==> src/rtl/dma_cfg_err_pkg.sv <==
// Package dma_cfg_err_pkg
// What: shared field positions, the error flag struct and the size decode for the checker.
// Assumes: at most 32-byte transfers, so six low address bits are enough for alignment.
package dma_cfg_err_pkg;

    localparam int STAT_W     = 32;
    localparam int PRIO_BIT   = 17;
    localparam int CHF_LO     = 18;
    localparam int CHF_W      = 6;
    localparam int FLAG_LO    = 24;
    localparam int LOW_BITS   = 6;
    localparam int SG_ALIGN_W = 5;

    // Flags in status bits [31:24], MSB first
    typedef struct packed {
        logic wr_bus;
        logic rd_bus;
        logic sg_bad;
        logic cnt_bad;
        logic dst_off_bad;
        logic dst_adr_bad;
        logic src_off_bad;
        logic src_adr_bad;
    } err_flags_t;

    // Byte-count minus one for a size code; reserved codes give 0
    function automatic logic [LOW_BITS-1:0] size_mask(input logic [2:0] code);
        case (code)
            3'd0:    size_mask = 6'd0;
            3'd1:    size_mask = 6'd1;
            3'd2:    size_mask = 6'd3;
            3'd3:    size_mask = 6'd7;
            3'd4:    size_mask = 6'd15;
            3'd5:    size_mask = 6'd31;
            default: size_mask = 6'd0;
        endcase
    endfunction

    // True for the two reserved codes
    function automatic logic size_rsvd(input logic [2:0] code);
        size_rsvd = (code > 3'd5);
    endfunction

endpackage

==> src/rtl/dma_align_chk.sv <==
// Module dma_align_chk
// What: checks one side (source or destination). It flags an address or offset that is not
//       a multiple of the size selected by the code, and flags a reserved code on both.
// Assumes: sizes are powers of two up to 32 bytes; the offset is two's complement.
module dma_align_chk
    import dma_cfg_err_pkg::*;
#(
    parameter int ADDR_W = 32,
    parameter int OFF_W  = 16
) (
    input  logic [ADDR_W-1:0]   addr,
    input  logic [OFF_W-1:0]    off,
    input  logic [2:0]          code,
    output logic                addr_bad,
    output logic                off_bad,
    output logic [LOW_BITS-1:0] mask
);
    logic rsvd;
    logic unused_hi;

    // Decode the code and test the low bits against the size
    always_comb begin
        mask      = size_mask(code);
        rsvd      = size_rsvd(code);
        addr_bad  = rsvd | (|(addr[LOW_BITS-1:0] & mask));
        off_bad   = rsvd | (|(off[LOW_BITS-1:0] & mask));
        unused_hi = ^{addr[ADDR_W-1:LOW_BITS], off[OFF_W-1:LOW_BITS]};
    end
endmodule

==> src/rtl/dma_prio_uniq.sv <==
// Module dma_prio_uniq
// What: compares every pair of channel priority fields and reports any pair that is equal.
// Assumes: the fields are packed with channel 0 in the lowest bits.
module dma_prio_uniq #(
    parameter int NUM_CH = 16,
    parameter int PRIO_W = 4
) (
    input  logic [NUM_CH*PRIO_W-1:0] prio_flat,
    output logic                     dup
);
    logic [NUM_CH-1:0] row_dup;

    for (genvar gi = 0; gi < NUM_CH; gi++) begin : g_row
        logic [NUM_CH-1:0] hit;
        for (genvar gj = 0; gj < NUM_CH; gj++) begin : g_col
            if (gj > gi) begin : g_cmp
                assign hit[gj] = (prio_flat[gi*PRIO_W +: PRIO_W] == prio_flat[gj*PRIO_W +: PRIO_W]);
            end else begin : g_none
                assign hit[gj] = 1'b0;
            end
        end
        assign row_dup[gi] = |hit;
    end

    // Any row reporting a match means the priorities are not unique
    assign dup = |row_dup;
endmodule

==> src/rtl/dma_err_rec.sv <==
// Module dma_err_rec
// What: keeps the last-error word, the per-channel sticky flags and the abort pulse.
// Assumes: flags arrive already gated to the cycle in which they apply.
module dma_err_rec
    import dma_cfg_err_pkg::*;
#(
    parameter int NUM_CH   = 16,
    parameter int CH_IDX_W = 4
) (
    input  logic                clk,
    input  logic                rst_n,
    input  err_flags_t          flags,
    input  logic                prio_bad,
    input  logic [CH_IDX_W-1:0] act_ch,
    input  logic [NUM_CH-1:0]   err_clr,
    output logic [STAT_W-1:0]   status,
    output logic [NUM_CH-1:0]   ch_err,
    output logic                abort
);
    logic              any_err;
    logic [NUM_CH-1:0] ch_hit;

    // Collapse the flags and build the one-hot channel bit
    always_comb begin
        any_err = (|flags) | prio_bad;
        ch_hit  = any_err ? ({{(NUM_CH-1){1'b0}}, 1'b1} << act_ch) : '0;
    end

    // Replace the status word on an error, otherwise hold it
    always_ff @(posedge clk) begin
        if (!rst_n) begin
            status <= '0;
        end else if (any_err) begin
            status <= {flags, CHF_W'(act_ch), prio_bad, {PRIO_BIT{1'b0}}};
        end
    end

    // Sticky per-channel flags: set wins over clear; abort lasts one cycle
    always_ff @(posedge clk) begin
        if (!rst_n) begin
            ch_err <= '0;
            abort  <= 1'b0;
        end else begin
            ch_err <= (ch_err & ~err_clr) | ch_hit;
            abort  <= any_err;
        end
    end
endmodule

==> src/rtl/dma_cfg_err_check.sv <==
// Module dma_cfg_err_check (top)
// What: checks the descriptor on channel activation, checks the scatter/gather address
//       when a major loop completes, records bus errors, and keeps the latest error.
// Assumes: all inputs are synchronous to clk; act_ch is valid whenever a strobe is high.
module dma_cfg_err_check
    import dma_cfg_err_pkg::*;
#(
    parameter int NUM_CH = 16,
    parameter int PRIO_W = 4,
    parameter int ADDR_W = 32,
    parameter int OFF_W  = 16,
    parameter int NB_W   = 32,
    parameter int ITER_W = 15,
    localparam int CH_IDX_W = $clog2(NUM_CH)
) (
    input  logic                     clk,
    input  logic                     rst_n,
    input  logic                     chan_act,
    input  logic [CH_IDX_W-1:0]      act_ch,
    input  logic [ADDR_W-1:0]        src_addr,
    input  logic [ADDR_W-1:0]        dst_addr,
    input  logic [OFF_W-1:0]         src_off,
    input  logic [OFF_W-1:0]         dst_off,
    input  logic [2:0]               src_size,
    input  logic [2:0]               dst_size,
    input  logic [NB_W-1:0]          minor_bytes,
    input  logic [ITER_W-1:0]        cur_iter,
    input  logic [ITER_W-1:0]        beg_iter,
    input  logic                     link_en,
    input  logic [ADDR_W-1:0]        sg_addr,
    input  logic                     sg_en,
    input  logic                     major_done,
    input  logic [NUM_CH*PRIO_W-1:0] prio_flat,
    input  logic                     src_bus_err,
    input  logic                     dst_bus_err,
    input  logic [NUM_CH-1:0]        err_clr,
    output logic [STAT_W-1:0]        err_status,
    output logic [NUM_CH-1:0]        ch_err,
    output logic                     abort,
    output logic                     err_valid
);
    logic                s_adr_bad, s_off_bad, d_adr_bad, d_off_bad, prio_dup;
    logic [LOW_BITS-1:0] s_mask, d_mask, big_mask;
    logic                cnt_bad;
    logic                unused_sg;
    err_flags_t          flags;

    dma_align_chk #(.ADDR_W(ADDR_W), .OFF_W(OFF_W)) u_src_chk (
        .addr(src_addr), .off(src_off), .code(src_size),
        .addr_bad(s_adr_bad), .off_bad(s_off_bad), .mask(s_mask)
    );

    dma_align_chk #(.ADDR_W(ADDR_W), .OFF_W(OFF_W)) u_dst_chk (
        .addr(dst_addr), .off(dst_off), .code(dst_size),
        .addr_bad(d_adr_bad), .off_bad(d_off_bad), .mask(d_mask)
    );

    dma_prio_uniq #(.NUM_CH(NUM_CH), .PRIO_W(PRIO_W)) u_prio (
        .prio_flat(prio_flat), .dup(prio_dup)
    );

    // Byte count and iteration count validity, using the larger size
    always_comb begin
        big_mask = (s_mask > d_mask) ? s_mask : d_mask;
        cnt_bad  = (minor_bytes == '0)
                 | (|(minor_bytes[LOW_BITS-1:0] & big_mask))
                 | (cur_iter == '0)
                 | (!link_en && (cur_iter != beg_iter));
    end

    // Gate each check to its triggering event
    always_comb begin
        flags.src_adr_bad = chan_act & s_adr_bad;
        flags.src_off_bad = chan_act & s_off_bad;
        flags.dst_adr_bad = chan_act & d_adr_bad;
        flags.dst_off_bad = chan_act & d_off_bad;
        flags.cnt_bad     = chan_act & cnt_bad;
        flags.sg_bad      = major_done & sg_en & (|sg_addr[SG_ALIGN_W-1:0]);
        flags.rd_bus      = src_bus_err;
        flags.wr_bus      = dst_bus_err;
        unused_sg         = ^sg_addr[ADDR_W-1:SG_ALIGN_W];
    end

    dma_err_rec #(.NUM_CH(NUM_CH), .CH_IDX_W(CH_IDX_W)) u_rec (
        .clk(clk), .rst_n(rst_n), .flags(flags), .prio_bad(chan_act & prio_dup),
        .act_ch(act_ch), .err_clr(err_clr),
        .status(err_status), .ch_err(ch_err), .abort(abort)
    );

    // Summary output
    assign err_valid = |ch_err;
endmodule

==> config.mk <==
export PLATFORM = sky130hd
export DESIGN_NAME = dma_cfg_err_check
export DESIGN_NICKNAME = d
export VERILOG_FILES = /design/src/rtl/dma_cfg_err_pkg.sv /design/src/rtl/dma_align_chk.sv /design/src/rtl/dma_prio_uniq.sv /design/src/rtl/dma_err_rec.sv /design/src/rtl/dma_cfg_err_check.sv
export SDC_FILE = /design/constraint.sdc
export NUM_CORES = 1
export LEC_CHECK = 0
export ABC_CLOCK_PERIOD_IN_PS = 8900
export BUFFER_PORTS_ARGS = -buffer_cell sky130_fd_sc_hd__buf_2
export CAP_MARGIN = 20
export CORE_MARGIN = 4
export CORE_UTILIZATION = 55
export CTS_BUF_LIST = sky130_fd_sc_hd__clkbuf_8 sky130_fd_sc_hd__clkbuf_16
export CTS_CLUSTER_SIZE = 14
export DETAILED_ROUTE_END_ITERATION = 7
export GPL_ROUTABILITY_DRIVEN = 0
export PLACE_DENSITY = 0.89
export SYNTH_ARGS = -nofsm -noshare
export SYNTH_HDL_FRONTEND = slang
export SYNTH_SLANG_ARGS = --single-unit
==> constraint.sdc <==
create_clock -name clk -period 8.9 [get_ports clk]
set_clock_uncertainty 0.05 [all_clocks]
set_input_delay 1.335 -clock clk [delete_from_list [all_inputs] [get_ports clk]]
set_output_delay 1.335 -clock clk [all_outputs]
set_load 0.02 [all_outputs]
==> reports/qor.csv, run 1 <==
metric,value,unit
status,"finished, final reports clean",
nFillCells,1326,
critPathKind,in2reg,
required,9010,ps
io_buffers,215,
fin_crit_sh,56.15,%
slew_headroom,31.36,%
syn_inst,1048,
p_total,0.8106,mW
worst_slew_pin_slew,1030,ps
max-cap-violations,0,
crit_fanout,30,
avgSynthCellArea,8.072,um^2
synth-seq-cells,30,
die_w,132.0,um
cts_tree,done,
cts_max_level,2,
viasPerCell,6.428,
synth_top_area_share,50.01,%
critPathTopFamily,compound AO/OA/AOI/OAI gates,
crit_arrival,5110,ps
r2r_setup_slack,8100,ps
multi_input_area,6725,um^2
ios,338,
clockBufferDepth,2,
tns,0,ps
drtPass1Iterations,8,
clk_latency,270,ps
die-height,132.0,um
cts_setup_buffers,0,
r2r-end,u_rec.ch_err[14],
grt_overflow,0,
antenna_found_initial,3,
cp_slowest_cell,nor4bb_1,
grt_pass1_wl,43.01,mm
holdPathEnd,u_rec.status[26],
final_common_cell,xnor2_1,
synth_cell_types,46,
reg2reg_depth,2,
critical_path_depth,15,
synth.area.top_cells,"xnor2_1 50%, nand4_1 12%, buf_4 12%",
via_count,8479,
area_growth_syn_to_layout,4.437,%
critPathCaptureType,flip-flop,
hp-start,u_rec.status[26],
rsz0062_at_grt,false,
cts.repair.resized,0,
cts_sinks,30,
ir_drop,0.00007552,V
drc,0,
power.density,91.75,nW/um^2
ant_nets,0,
cts_inserted_buffers,5,
cts_root_buf,clkbuf_16,
hold_depth,2,
worst-path-buf-inv,4,
cp-start-kind,input pin,
final_cell_mix,"483 x xnor2_1, 215 x buf_2, 163 x nand4_1",
finalHoldWorstSlack,419.7,ps
final_nets,1424,
fin_crit,4997,ps
synth_seq_area_share,7.100,%
slew_violations,0,
core-area,15150,um^2
ctsHoldBuffers,0,
leakage,2.972,nW
path_clk_slew,50,ps
rows,45,
drive_above_1_share,20.55,%
setup_viol_count_final,0,
grtUsageTotal,29.67,%
drt_iter0_drc,935,
yosysTopAreaCell,xnor2_1,
hold_path_class,reg2reg,
worstPathCellList,buf_2 > inv_1 > ha_1 > nor4bb_1 > inv_1 > ha_1 > and3_4 > and3_4 > a31o_4 > mux2_4 > a22o_1 > o41ai_4 > buf_4 > a31oi_1 > o21a_1,
synth_warnings,0,
wire_per_inst,20.94,um
grt_max_degree,31,
start_util,55.85,%
wl,27.62,mm
clock.fmax,200.1,MHz
grt_pass1_vias,8175,
worstReg2RegStart,u_rec.ch_err[14],
hold_viol_final,0,
die_area,17430,um^2
regArea,600.6,um^2
post-dp-hpwl,19.19,mm
netlist_area,8459,um^2
slowest_delay,660,ps
-- tightest hold or removal path: cells and delay by family, from the launching register on --
kind,cells,cell delay [ps]
DFF,1,300
and+or+nand+nor,1,60
AOI/OAI and AO/OA,1,60
-- through the flow --
step                      area [um^2]  instances  util, %  worst slack (ps)
final                            8835       1319    58.33              3903
after global routing             8835       1319    58.33              3615
after CTS                        8815       1316    58.20              3924
after detailed placement         8667       1308    57.22              3659
after global placement           8667       1308    57.22              3765
after floorplan                  8527       1066        -              4331
-- cell families after synthesis --
| logic type | after synthesis | synth area share (%) |
|---|---|---|
| flip-flops | 30 | 7.100 |
| AND/OR/NAND/NOR | 260 | 18.68 |
| AO/OA/AOI/OAI | 82 | 6.967 |
| adder cells (fa/ha/maj) | 8 | 1.183 |
| XOR/XNOR | 496 | 51.35 |
| other | 1 | 0.04433 |
| multiplexers | 3 | 0.4289 |
| buffers and inverters | 168 | 14.24 |
-- registers in the layout (all words and copies together) (netlist names) --
name and cells:
u_rec.abort 1, u_rec.ch_err 16, u_rec.status 13
-- worst max path at each step --
stage	from	to	slack [ps]
6_report	dst_size[1]	u_rec.ch_err[12]	3900
5_1_grt	dst_size[1]	u_rec.ch_err[12]	3610
4_1_cts	dst_size[1]	u_rec.ch_err[12]	3920
3_5_place_dp	dst_size[1]	u_rec.ch_err[12]	3660
3_3_place_gp	dst_size[1]	u_rec.ch_err[12]	3760
2_1_floorplan	dst_size[1]	u_rec.ch_err[10]	4330
-- cell type report --
cell class	count	area share [%]
Multi-Input combinational cell	868	76.12
Inverter	6	0.2549
Sequential cell	30	6.798
Antenna cell	2	0.05665
Timing Repair Buffer	217	12.43
Tap cell	188	2.663
Clock inverter	2	0.09914
Clock buffer	6	1.572
-- synth_stat cells, drive strengths merged --
master   number
xnor2       483
nand4       163
buf         157
dfxtp        30
nor2b        27
nor4         27
a31oi        18
o21a         17
a21oi        13
nand2        13
xor2         13
o21ai        10
nand3         9
nor2          9
ha            8
inv           6
a41oi         5
clkbuf        5
o31ai         4
a221oi        3
and2          3
a2111oi       2
and3          2
mux2          2
nand2b        2
nor3          2
o41ai         2
a22o          1
a22oi         1
a31o          1
and4          1
conb          1
mux2i         1
nor4bb        1
o21bai        1
o221ai        1
o2bb2ai       1
o311a         1
o41a          1
or3           1
-- layer usage --
metal / GRT usage [%] / up-vias / routed length (um)
li1: - / 3691 / -
met1: 35.63 / 3875 / 9696
met2: 49.94 / 717 / 12750
met3: 4.962 / 196 / 3282
met4: 17.15 / 0 / 1890
met5: 0 / - / 0
-- where the power goes --
group	internal (mW)	switching, mW	total [mW]
logic	0.218	0.285	0.503
clock network	0.109	0.0543	0.164
registers	0.140	0.00367	0.144
(Power assumes the default switching activity.)
==> inputs of run 2 (changes only) <==
- ABC_CLOCK_PERIOD_IN_PS: 8900 -> 5200
- CORE_UTILIZATION: 55 -> 51
- PLACE_DENSITY: 0.89 -> 0.84
- clock period: 8.9 -> 5.2 ns (I/O delays scaled with it)
==> reports/qor.csv, run 2 (synthesis gave the netlist of run 1 again) <==
metric,value,unit
required,5320,ps
cp-startpoint,dst_size[1],
via_count,8255,
crit_arrival,4550,ps
cts_setup_buffers,0,
nFillCells,1437,
drt_iter0_drc,955,
antenna_found_initial,5,
p_total,1.392,mW
path_clk_slew,50,ps
clock_power_share,20.5,%
gr-usage-met2,48.30,%
final_common_cell,xnor2_1,
ant_nets,0,
ir_drop,0.0001512,V
finalHoldWorstSlack,428.4,ps
drtPass1Iterations,7,
dp_cells,1338,
status,"finished, final reports clean",
cts_tree,done,
drive_above_1_share,20.62,%
crit_fanout,30,
start_util,52.68,%
reg2reg_depth,2,
critPathKind,in2reg,
io_buffers,215,
power.density,156.8,nW/um^2
fin_crit_sh,85.24,%
swShare,42.51,%
critPathCaptureType,flip-flop,
rows,46,
wl,28.09,mm
busiest_layer,met2,
cts_max_level,2,
die_area,18710,um^2
drc,0,
hold_path_class,reg2reg,
die_w,136.8,um
p_sw,0.5916,mW
largest_register,u_rec.ch_err,
cts_sinks,30,
max-cap-violations,0,
internal-power,0.8002,mW
clockBufferDepth,2,
slew_headroom,32.21,%
final_nets,1425,
reg_top3,"u_rec.ch_err (16), u_rec.status (13), u_rec.abort (1)",
largest_reg_flops,16,
ios,338,
grt_pass1_vias,7784,
grt_max_degree,31,
worstReg2RegStart,u_rec.ch_err[11],
worst_slew_pin_slew,1017,ps
cts_root_buf,clkbuf_16,
cp-start-kind,input pin,
fin_cells,1351,
fin_crit,4433,ps
combPwrFrac,61.8,%
ctsHoldBuffers,0,
fin_util,55.28,%
grtUsageTotal,28.24,%
core-area,16060,um^2
met3_usage,4.412,%
clk_latency,270,ps
critPathCapture,u_rec.ch_err[4],
setup_viol_count_final,0,
clock.fmax,225.6,MHz
cts_inserted_buffers,5,
grt_pass1_wl,42.15,mm
tns,0,ps
slew_violations,0,
leakage,2.974,nW
seqPwrFrac,17.7,%
cts.repair.resized,0,
die-height,136.8,um
hold_viol_final,0,
wire_per_inst,20.79,um
post-dp-hpwl,19.54,mm
grt_overflow,0,
final_cell_mix,"483 x xnor2_1, 215 x buf_2, 163 x nand4_1",
viasPerCell,6.110,
r2r_setup_slack,4410,ps
met1_usage,34.64,%
rsz0062_at_grt,false,
r2r-end,u_rec.ch_err[11],
area_growth_syn_to_layout,4.940,%
[run 2: power by group through the flow]
stage	Combinational, mW	Sequential (mW)	Clock [mW]
6_report	0.861	0.246	0.285
5_1_grt	0.920	0.247	0.296
4_1_cts	0.847	0.246	0.287
3_5_place_dp	0.844	0.250	0
3_3_place_gp	0.816	0.250	0
2_1_floorplan	0.699	0.261	0
[run 2: critical path, stage by stage]
cell      delay (ps)
buf_2            140
inv_1             70
ha_1             390
nor4bb_1         640
inv_1            110
ha_1             350
and3_4           180
and3_4           170
a31o_4           240
mux2_4           300
a22o_1           280
o41ai_4          200
buf_4            340
a31oi_1          150
o21a_1           210
[run 2: worst min-delay path by stage]
stage | from | end | slack [ps] | cells past startpoint
3_3_place_gp | u_rec.status[26] | u_rec.status[26] | 400 | 2
6_report | u_rec.status[27] | u_rec.status[27] | 430 | 2
5_1_grt | u_rec.status[26] | u_rec.status[26] | 450 | 2
4_1_cts | u_rec.status[27] | u_rec.status[27] | 420 | 2
3_5_place_dp | u_rec.status[25] | u_rec.status[25] | 420 | 2
2_1_floorplan | u_rec.status[18] | u_rec.status[18] | 500 | 2
[run 2: per-stage QoR]
stage / setup WS (ps) / instance area, um^2
after CTS: 790.4 / 8865
final: 767.4 / 8877
after floorplan: 1186 / 8527
after global placement: 597.7 / 8717
after detailed placement: 504.5 / 8717
after global routing: 543.1 / 8875
[run 2: final cells by class]
class / count / area, um^2 / area share (%)
sequential: 30 / 600.6 / 6.765
inverter: 6 / 22.52 / 0.2537
multi-input combinational: 868 / 6725 / 75.76
antenna: 5 / 12.51 / 0.1409
clock buffer: 6 / 138.9 / 1.564
timing repair buffer: 218 / 1099 / 12.37
tap: 216 / 270.3 / 3.044
clock inverter: 2 / 8.758 / 0.09866
[run 2: routing by layer]
metal  routed length [um]  vias up  part of all wire (%)
li1                     -     3695                     -
met2                13270      643                    47
met1                 9968     3797                    35
met4                 1294        0                   4.6
met5                    0        -                     0
met3                 3550      120                    13
